## config.mk

```make
export PLATFORM = sky130hd
export DESIGN_NAME = sense_barrier
export DESIGN_NICKNAME = d
export VERILOG_FILES = /design/src/rtl/sense_barrier.sv
export SDC_FILE = /design/constraint.sdc
export NUM_CORES = 1
export LEC_CHECK = 0
export BUFFER_PORTS_ARGS = -buffer_cell sky130_fd_sc_hd__buf_2
export CORE_UTILIZATION = 51
export CTS_CLUSTER_SIZE = 30
export DETAILED_ROUTE_END_ITERATION = 8
export GPL_TIMING_DRIVEN = 0
export PLACE_DENSITY = 0.74
export SYNTH_ARGS = -nofsm -noshare
export SYNTH_HDL_FRONTEND = slang
export SYNTH_SLANG_ARGS = --single-unit
```

## constraint.sdc

```tcl
create_clock -name clk -period 2.8 [get_ports clk]
set_input_delay 0.14 -clock clk [delete_from_list [all_inputs] [get_ports clk]]
set_output_delay 0.14 -clock clk [all_outputs]
set_load 0.1 [all_outputs]
```

## src/rtl/sense_barrier.sv

```systemverilog
module sense_barrier #(
  parameter int P = 4
) (
  input  logic         clk,
  input  logic         rst_n,
  input  logic [P-1:0] arrive,
  output logic [P-1:0] go,
  output logic         all_arrived,
  output logic         dup_err
);
  localparam int CW = $clog2(P + 1);

  logic [CW-1:0] cnt;
  logic          gsense;
  logic [P-1:0]  lsense;
  logic [P-1:0]  waiting;
  logic [P-1:0]  fresh;
  logic [CW-1:0] fresh_n;
  logic [CW:0]   sum;
  logic          last;

  assign fresh = arrive & ~waiting;
  assign sum   = {1'b0, cnt} + {1'b0, fresh_n};
  assign last  = (sum == (CW+1)'(P));

  always_comb begin
    fresh_n = '0;
    for (int i = 0; i < P; i++) fresh_n = fresh_n + CW'(fresh[i]);
  end

  genvar g;
  generate
    for (g = 0; g < P; g++) begin : g_part
      assign go[g] = (gsense == lsense[g]);
    end
  endgenerate

  always_ff @(posedge clk or negedge rst_n) begin
    if (!rst_n) begin
      cnt         <= '0;
      gsense      <= 1'b0;
      lsense      <= '0;
      waiting     <= '0;
      all_arrived <= 1'b0;
      dup_err     <= 1'b0;
    end else begin
      lsense      <= lsense ^ fresh;
      dup_err     <= |(arrive & waiting);
      all_arrived <= last;
      if (last) begin
        cnt     <= '0;
        gsense  <= ~gsense;
        waiting <= '0;
      end else begin
        cnt     <= sum[CW-1:0];
        waiting <= waiting | fresh;
      end
    end
  end

  a_r3_count_below_p: assert property (@(posedge clk) disable iff (!rst_n)
    cnt < CW'(P));

  a_r3_release_flips_sense: assert property (@(posedge clk) disable iff (!rst_n)
    all_arrived |-> (gsense != $past(gsense)));

  a_r3_all_go_on_release: assert property (@(posedge clk) disable iff (!rst_n)
    all_arrived |-> (go == {P{1'b1}}));

  a_r2_waiter_held: assert property (@(posedge clk) disable iff (!rst_n)
    (waiting & go) == '0);

  a_r5_repeat_ignored: assert property (@(posedge clk) disable iff (!rst_n)
    (|(arrive & waiting)) |=> (((lsense ^ $past(lsense)) & $past(arrive & waiting)) == '0));

  a_r5_err_pulse: assert property (@(posedge clk) disable iff (!rst_n)
    (|(arrive & waiting)) |=> dup_err);
endmodule

```

==> qor.log <==
INFO  outcome        outcome=finished, final reports clean
INFO  drt            drc_errors=0
INFO  clocking       worst_setup_hold_path_clk_slew=80ps
INFO  global_route   maximum_number_of_pins_on_one_net_before_global_route_repair=15
INFO  clocking       numCtsBuffers=3
INFO  floorplan      die-area=0.00145mm^2
INFO  drt            detail_route.first_pass.iterations=2
INFO  clocking       tritoncts=yes
INFO  cells_and_area finalNonFillerCells=87
INFO  synthesis      postSynthCellCount=56
INFO  synthesis      ys_seq_area_share=52.8%
INFO  drt            vias=404
INFO  critical_path  reg2reg_to=gsense$_DFFE_PN0N_
INFO  place          dp.cells=81
INFO  cells_and_area final_nets=84
INFO  place          dp_hpwl=777um
INFO  timing         final_count_of_hold_timing_violations=0
INFO  hold_path      worst_hold_path.num_cells=3
INFO  critical_path  required_time_worst_endpoint=3000ps
INFO  hold_path      worstHoldPathType=input pin to register
INFO  clocking       clock_path_buffers=2
INFO  floorplan      die_width=38.1um
INFO  critical_path  cp_max_fo=6
INFO  critical_path  worst_setup_sp_type=register
INFO  floorplan      num_rows=12
INFO  synthesis      ys.warnings.count=0
INFO  flow_run       drv.max_cap_violation_count=0
INFO  place          dpl_worst_slack=-0.312ps
INFO  global_route   grt_overflow=0
INFO  timing         maxClockFrequency=379MHz
INFO  clocking       cts-root-buf=clkbuf_4
INFO  hold_path      min_to=waiting[3]$_DFF_PN0_
INFO  synthesis      synthesis.area_per_instance=11.8um^2
INFO  timing         timing.clock.skew=1.31ps
INFO  critical_path  criticalPathCategory=register to register
INFO  global_route   grt_antenna_before_repair=0
INFO  timing         min_tclk_post_route=2640ps
INFO  synthesis      synth_nets=66
INFO  hold_path      hold_start=arrive[3]
INFO  timing         drv_slew=0
INFO  timing         finalSetupViolations=0
INFO  floorplan      ioPinCount=12
INFO  cells_and_area final_util=68.9%
INFO  synthesis      synthDistinctLibCells=16
INFO  clocking       htree_levels=1
INFO  clocking       worst_skew_pair.late_latency=270ps
INFO  cells_and_area count_of_inserted_antenna_diode_cells=0
INFO  floorplan      core=0.00116mm^2
INFO  timing         layout_worst_path_cycle_share=94.3%
INFO  drt            average_wire_per_cell_in_the_routed_design=11.2um
INFO  synthesis      yosys_register_bits=14
INFO  critical_path  ff2ff_path_depth=10
INFO  global_route   via_count_of_the_first_global_routing_pass=402
INFO  timing         fin_ws=158ps
INFO  place          place_congestion=0.680
INFO  global_route   globalRouteTotalUtil=19.6%
INFO  global_route   grt_first_pass_wirelength=1.82mm
INFO  drt            routed_wirelength=977um
INFO  drt            drt_iter0_drc=2
INFO  place          io_buffer_count=11
INFO  floorplan      start_util=57.4%
INFO  timing         worst_slew_margin_rel=67.5%
INFO  drt            route.detailed.vias_per_inst=4.64
INFO  timing         worst_pin_slew=491ps
INFO  floorplan      height_of_the_die=38.1um
INFO  critical_path  worst_r2r_startpoint=waiting[2]$_DFF_PN0_
INFO  drt            antenna_left=0
INFO  clocking       tritoncts_num_sinks=14
INFO  cells_and_area final.fill_count=88
INFO  synthesis      synth_area=663um^2
INFO  cells_and_area signed_area_change_from_the_synthesized_netlist_to_the_final_layout=20.2%
INFO  critical_path  crit_arrival=2840ps
INFO  critical_path  r2r_slack=160ps
INFO  cells_and_area post_route_cells_drive_above_1_share=26.0%
INFO  critical_path  critPathCaptureType=register
==> per-layer routing <==
metal	part of all wire, %	track usage, %	up-vias
li1	-	-	206
met1	46	26.3	188
met2	49	28.8	8
met3	3.8	5.23	2
met4	0.92	10.7	0
met5	0	0	-
==> through the flow <==
step | hold slack (ps) | setup TNS [ps] | cell area (um^2)
2_1_floorplan | -156 | 0 | 663
3_3_place_gp | 47.8 | 0 | 736
3_5_place_dp | 48.0 | -0.312 | 736
4_1_cts | 97.9 | 0 | 782
5_1_grt | 117 | -10.1 | 797
6_report | 108 | 0 | 797
==> worst max-delay path, cell delays in order, from the launching register on <==
cell and delay (ps):
dfrtp_1 390, nand2b_1 190, fa_1 440, inv_1 90
fa_1 190, inv_1 50, fa_1 390, xor2_1 210
a2111oi_4 280, buf_4 200, xor2_1 140
==> layout make-up <==
class | instances | area, um^2 | share of cell area, %
Clock buffer | 4 | 36.3 | 4.55
Tap cell | 14 | 17.5 | 2.20
Sequential cell | 14 | 350 | 44.0
Inverter | 6 | 22.5 | 2.83
Buffer | 2 | 7.51 | 0.942
Timing Repair Buffer | 13 | 72.6 | 9.11
Multi-Input combinational cell | 34 | 290 | 36.4
==> worst max-delay path by stage <==
stage / start / endpoint / slack, ps / depth (start not counted)
floorplan: waiting[0]$_DFF_PN0_ / gsense$_DFFE_PN0N_ / 230 / 9
global placement: waiting[0]$_DFF_PN0_ / gsense$_DFFE_PN0N_ / 50 / 9
detailed placement: waiting[0]$_DFF_PN0_ / gsense$_DFFE_PN0N_ / -0.3 / 9
CTS: waiting[0]$_DFF_PN0_ / gsense$_DFFE_PN0N_ / 80 / 9
global route: waiting[0]$_DFF_PN0_ / gsense$_DFFE_PN0N_ / -10 / 10
finish: waiting[2]$_DFF_PN0_ / gsense$_DFFE_PN0N_ / 160 / 10
==> registers in the layout (all words and copies together) (netlist names) <==
| name | cells |
|---|---|
| gsense | 1 |
| waiting | 4 |
| lsense | 4 |
| dup_err | 1 |
| cnt | 3 |
| all_arrived | 1 |
==> cell usage after synthesis <==
master / count / area, um^2
a22oi_1: 2 / 15.0
nor2_1: 9 / 33.8
nor2b_1: 2 / 12.5
dfrtp_1: 14 / 350
a2111oi_4: 1 / 27.5
nand2b_1: 2 / 12.5
o21ai_0: 1 / 5.00
ha_1: 1 / 12.5
inv_1: 6 / 22.5
fa_1: 3 / 60.1
clkbuf_1: 2 / 7.51
nand3_1: 1 / 5.00
xnor2_1: 6 / 52.6
nand2_1: 1 / 3.75
a21o_1: 1 / 7.51
xor2_1: 4 / 35.0
==> cells in the final DEF, fill, tap and decap left out, types with 2 or more instances in the layout <==
master / n
a22oi_1: 2
xnor2_1: 6
xor2_1: 4
fa_1: 3
nor2b_1: 2
clkbuf_1: 2
nor2_1: 9
dfrtp_1: 14
buf_2: 11
inv_1: 5
clkbuf_4: 3
==> what timing repair did <==
item,CTS,global route
hold endpoints to repair,14,0
pin swaps,1,1
endpoints found under the setup margin,1,5
gates resized for setup,0,2
setup buffers,0,1
hold buffers,1,0
==> logic make-up after synthesis <==
logic type	after synthesis	share of synthesized area, %
buf+inv	8	4.53
flops	14	52.8
fa+ha+maj	4	10.9
simple gates	15	10.2
compound gates	5	8.30
xor+xnor	10	13.2
Power is not shown: default switching activity piles up to over one toggle a cycle in this logic, so the estimate is an artifact.
